===== src/rtl/ovld_pkg.sv =====
package ovld_pkg;
    localparam int REG_W    = 8;
    localparam int BIT_TEN  = 5;   // control: thermal reporting enable
    localparam int BIT_CEN  = 6;   // control: current reporting enable
    localparam int BIT_RSV  = 7;   // control: reserved, stored only
    localparam int BIT_TFLG = 5;   // status: thermal flag
    localparam int BIT_CFLG = 6;   // status: current flag

    typedef struct packed {
        logic en_t;
        logic en_c;
        logic rsv;
        logic tflag;
        logic cflag;
    } ovld_state_t;
endpackage


===== src/rtl/ovld_sync.sv =====
module ovld_sync #(
    parameter int STAGES = 2
) (
    input  logic clk,
    input  logic rst_n,
    input  logic d,
    output logic q
);
    logic [STAGES-1:0] chain_d, chain_q;

    generate
        if (STAGES == 1) begin : g_one
            always_comb chain_d = d;
        end else begin : g_many
            always_comb chain_d = {chain_q[STAGES-2:0], d};
        end
    endgenerate

    always_ff @(posedge clk or negedge rst_n) begin
        if (!rst_n) chain_q <= '0;
        else        chain_q <= chain_d;
    end

    assign q = chain_q[STAGES-1];
endmodule


===== src/rtl/ovld_edge.sv =====
module ovld_edge (
    input  logic clk,
    input  logic rst_n,
    input  logic lvl,
    output logic rise
);
    logic prev_d, prev_q;

    always_comb prev_d = lvl;

    always_ff @(posedge clk or negedge rst_n) begin
        if (!rst_n) prev_q <= 1'b0;
        else        prev_q <= prev_d;
    end

    assign rise = lvl & ~prev_q;
endmodule


===== src/rtl/ovld_thermal.sv =====
module ovld_thermal #(
    parameter int TEMP_W  = 8,
    parameter int TRIP_HI = 165,
    parameter int TRIP_LO = 145
) (
    input  logic              clk,
    input  logic              rst_n,
    input  logic [TEMP_W-1:0] temp,
    output logic              hot_d,
    output logic              hot_q
);
    localparam logic [TEMP_W-1:0] HI_C = TEMP_W'(TRIP_HI);
    localparam logic [TEMP_W-1:0] LO_C = TEMP_W'(TRIP_LO);

    always_comb begin
        hot_d = hot_q;
        if (temp > HI_C)       hot_d = 1'b1;
        else if (temp <= LO_C) hot_d = 1'b0;
    end

    always_ff @(posedge clk or negedge rst_n) begin
        if (!rst_n) hot_q <= 1'b0;
        else        hot_q <= hot_d;
    end
endmodule


===== src/rtl/ovld_supervisor.sv =====
module ovld_supervisor
    import ovld_pkg::*;
#(
    parameter int TEMP_W      = 8,
    parameter int TRIP_HI     = 165,
    parameter int TRIP_LO     = 145,
    parameter int SYNC_STAGES = 2
) (
    input  logic              clk,
    input  logic              rst_n,
    input  logic [TEMP_W-1:0] temp_code,
    input  logic              ocp_in,
    input  logic              reg_wr,
    input  logic              reg_sel,
    input  logic [REG_W-1:0]  reg_wdata,
    output logic [REG_W-1:0]  reg_rdata,
    output logic              pa_disable,
    output logic              irq_n
);
    ovld_state_t cur_q, nxt_d;
    logic hot_d, hot_q;
    logic ocp_sync, ocp_rise;
    logic en_t, en_c, rsv, tflag, cflag;

    ovld_thermal #(.TEMP_W(TEMP_W), .TRIP_HI(TRIP_HI), .TRIP_LO(TRIP_LO)) i_therm (
        .clk(clk), .rst_n(rst_n), .temp(temp_code), .hot_d(hot_d), .hot_q(hot_q)
    );

    ovld_sync #(.STAGES(SYNC_STAGES)) i_sync (
        .clk(clk), .rst_n(rst_n), .d(ocp_in), .q(ocp_sync)
    );

    ovld_edge i_edge (
        .clk(clk), .rst_n(rst_n), .lvl(ocp_sync), .rise(ocp_rise)
    );

    always_comb begin
        nxt_d = cur_q;
        if (reg_wr && !reg_sel) begin
            nxt_d.en_t = reg_wdata[BIT_TEN];
            nxt_d.en_c = reg_wdata[BIT_CEN];
            nxt_d.rsv  = reg_wdata[BIT_RSV];
        end
        if (reg_wr && reg_sel) begin
            if (!reg_wdata[BIT_TFLG]) nxt_d.tflag = 1'b0;
            if (!reg_wdata[BIT_CFLG]) nxt_d.cflag = 1'b0;
        end
        // set after clear: a coincident set condition wins
        if (hot_d && cur_q.en_t)    nxt_d.tflag = 1'b1;
        if (ocp_rise && cur_q.en_c) nxt_d.cflag = 1'b1;
    end

    always_ff @(posedge clk or negedge rst_n) begin
        if (!rst_n) cur_q <= '0;
        else        cur_q <= nxt_d;
    end

    assign en_t  = cur_q.en_t;
    assign en_c  = cur_q.en_c;
    assign rsv   = cur_q.rsv;
    assign tflag = cur_q.tflag;
    assign cflag = cur_q.cflag;

    always_comb begin
        reg_rdata = '0;
        if (reg_sel) begin
            reg_rdata[BIT_TFLG] = tflag;
            reg_rdata[BIT_CFLG] = cflag;
        end else begin
            reg_rdata[BIT_TEN] = en_t;
            reg_rdata[BIT_CEN] = en_c;
            reg_rdata[BIT_RSV] = rsv;
        end
    end

    assign pa_disable = hot_q;
    assign irq_n      = ~((tflag & en_t) | (cflag & en_c));
endmodule


===== config.mk =====
export PLATFORM = sky130hd
export DESIGN_NAME = ovld_supervisor
export DESIGN_NICKNAME = d
export VERILOG_FILES = /design/src/rtl/ovld_pkg.sv /design/src/rtl/ovld_sync.sv /design/src/rtl/ovld_edge.sv /design/src/rtl/ovld_thermal.sv /design/src/rtl/ovld_supervisor.sv
export SDC_FILE = /design/constraint.sdc
export NUM_CORES = 1
export LEC_CHECK = 0
export BUFFER_PORTS_ARGS = -buffer_cell sky130_fd_sc_hd__buf_2
export CORE_AREA = 2 2 39 41
export CTS_CLUSTER_SIZE = 12
export DETAILED_ROUTE_END_ITERATION = 10
export DIE_AREA = 0 0 41 43
export MAX_ROUTING_LAYER = met4
export PLACE_DENSITY = 0.67
export SYNTH_ARGS = -nofsm -noshare
export SYNTH_HDL_FRONTEND = slang
export SYNTH_SLANG_ARGS = --single-unit

===== constraint.sdc =====
create_clock -name clk -period 0.96 [get_ports clk]
set_input_delay 0 -clock clk [delete_from_list [all_inputs] [get_ports clk]]
set_output_delay 0 -clock clk [all_outputs]
set_load 0.03 [all_outputs]

==> impl_metrics.env <==
export IMPL_outcome="finished with violations"
export IMPL_violations="setup timing"
export IMPL_hold_path_class="in -> reg"
export IMPL_route_met2_wl_um=408
export IMPL_min_path_cells=2
export IMPL_placementRows=14
export IMPL_critPathSlowestCell="dfrtp_1"
export IMPL_diodes=0
export IMPL_grt_max_degree=10
export IMPL_ff2ff_path_depth=3
export IMPL_routedWlPerCell_um=9.84
export IMPL_syn_cell_area_um2=444
export IMPL_dr_pass1_iters=4
export IMPL_cap_violations=0
export IMPL_synth_edf_count=0
export IMPL_total_power_uw=1110
export IMPL_fin_ws_ns=-0.0989
export IMPL_reg2reg_to="i_therm.hot_q"
export IMPL_regArea_um2=226
export IMPL_clock_sinks=9
export IMPL_holdPathEnd="i_therm.hot_q"
export IMPL_clock_path_buffers=2
export IMPL_post_route_min_period_ns=1.06
export IMPL_start_util_pct=32.1
export IMPL_whs_ns=0.0240
export IMPL_synth_area_leaders="dfrtp_1 (51%), mux2_2 (13%), buf_4 (8.5%), o21ai_0 (4.5%), a221oi_2 (3.4%)"
export IMPL_synth_seq_area_share_pct=50.7
export IMPL_num_io_pins=31
export IMPL_place_ws_ns=0.0350
export IMPL_synth_avg_cell_area_um2=11.7
export IMPL_p_leak_uw=0.000329
export IMPL_cp_max_fo=3
export IMPL_final_hold_viol_count=0
export IMPL_ys_seq_elements=9
export IMPL_fin_setup_tns_ns=-0.245
export IMPL_die_area_mm2=0.00176
export IMPL_multi_input_area_um2=218
export IMPL_clk_pin_slew_ns=0.06
export IMPL_met1_length_um=346
export IMPL_drv_slew=0
export IMPL_drc_errors=0
export IMPL_ant_nets=0
export IMPL_die_height_um=43
export IMPL_cts_buffers_inserted=3
export IMPL_synth_cell_types=17
export IMPL_crit_buf_inv=1
export IMPL_num_vias=368
export IMPL_synth_common_cells="dfrtp_1 (9), buf_4 (5), mux2_2 (5), o21ai_0 (4), nand2_1 (3)"
export IMPL_min_from="temp_code[7]"
export IMPL_synth_top_area_cell="dfrtp_1"
export IMPL_synthArstFlopShare_pct=100
export IMPL_h_tree_depth=1
export IMPL_syn_to_final_growth_pct=51.3
export IMPL_end_kind="output port"
export IMPL_path_cells="mux2_4 -> buf_6"
export IMPL_nNetsFinal=89
export IMPL_syn_inst=38
export IMPL_path_delay_family="flip-flops"
export IMPL_cp_start_kind="flip-flop"
export IMPL_powerDensity_mw_per_mm2=1650
export IMPL_drive_gt1_share_pct=49.3
export IMPL_reg2reg_from="i_therm.hot_q"
export IMPL_cp_slowest_stage_delay_ns=0.40
export IMPL_clk_latency_ns=0.25
export IMPL_yosysTopAreaCellShare_pct=50.7
export IMPL_fill_cells=138
export IMPL_routed_top_layer="met4"
export IMPL_instances_no_fill=83
export IMPL_tritoncts="yes"
export IMPL_fmax_ghz=0.944
export IMPL_critical_path_class="reg -> out"
export IMPL_grt_use_total_pct=10.7
export IMPL_yosys_warnings=0
export IMPL_rsz0062_at_grt="true"
export IMPL_routabilityCongestion=0.773
export IMPL_via_per_inst=4.43
export IMPL_vdd_drop_max_mv=0.764
export IMPL_root_buffer="clkbuf_4"
export IMPL_fin_crit_sh_pct=110
export IMPL_io_buffers=19
export IMPL_grt_pass1_wl_um=1260
export IMPL_worstPathArrival_ns=1.06
export IMPL_die_w_um=41
export IMPL_setup_violations=3
export IMPL_cp_required_ns=0.96
export IMPL_dp_cells=72
export IMPL_synth_main_ff_cell="dfrtp_1"
export IMPL_antenna_found_initial=0
export IMPL_reg2reg_slack_ns=0.04
export IMPL_grt_pass1_vias=346
export IMPL_routed_wl_met3_um=54
export IMPL_wirelength_um=817
export IMPL_drt_iter0_drc=1
export IMPL_coreArea_mm2=0.00138
export IMPL_synth_most_common_cell="dfrtp_1"
export IMPL_finClkSkew_ns=0.00161
export IMPL_globalRouteOverflowTotal=0
power breakdown:
part	switching (uW)	total (uW)	leakage (uW)	internal (uW)
registers	30.3	457	0.000103	426
clock network	118	278	0.0000150	159
logic	189	373	0.000211	184
cells by family after synthesis:
group	share of synthesized area (%)
compound gates	20.0
other cells	0.844
simple gates	7.33
flops	50.7
mux	12.7
buf+inv	8.45
routing by layer:
metal / vias to the layer above / track usage (%)
met4: 0 / 6.00
met2: 15 / 16.3
met3: 2 / 1.57
li1: 184 / -
met5: - / -
met1: 167 / 13.0
worst max path at each step:
stage,from,to,slack [ns],depth (start not counted)
5_1_grt,en_c,reg_rdata[6],-0.13,2
6_report,en_t,reg_rdata[5],-0.1,2
4_1_cts,en_c,reg_rdata[6],-0.10,2
3_3_place_gp,i_therm.hot_q,i_therm.hot_q,0.04,2
2_1_floorplan,i_therm.hot_q,tflag,-0.003,2
3_5_place_dp,i_therm.hot_q,tflag,0.03,2
metrics by stage:
stage | area, um2 | util [%]
global placement | 541 | 39.1
global route | 672 | 48.6
detailed placement | 541 | 39.1
finish | 672 | 48.6
floorplan | 463 | -
CTS | 651 | 47.0
timing repair:
item	in CTS	in global routing
endpoints found under the hold margin	13	0
pin swaps	0	1
endpoints found under the setup margin	3	6
gates resized for setup	6	5
setup buffers	2	0
hold buffers	5	0
area by class of cell:
cell class | instances | share of cell area, %
repair buffers | 26 | 27.0
well taps | 16 | 2.98
flip-flops and latches | 9 | 33.7
clock buffers | 4 | 3.91
multi-input cells | 28 | 32.4
state kept, by name, summed over array words and instances, names as in the netlist:
name and count:
en_c 1, i_sync.chain_q 2, i_edge.prev_q 1, rsv 1, en_t 1, i_therm.hot_q 1, tflag 1, cflag 1
cells in the final DEF (no fill, tap or decap), types with 2 or more instances in the layout:
cell,Yosys,routed
buf_2,0,15
dlygate4sd3_1,0,5
dfrtp_1,9,8
clkbuf_4,0,3
conb_1,1,5
o21ai_0,4,3
mux2_4,0,2
mux2_2,5,3
nand2_1,3,3
buf_4,5,3
buf_6,0,3
No activity file was read; power rests on OpenSTA's default activity.
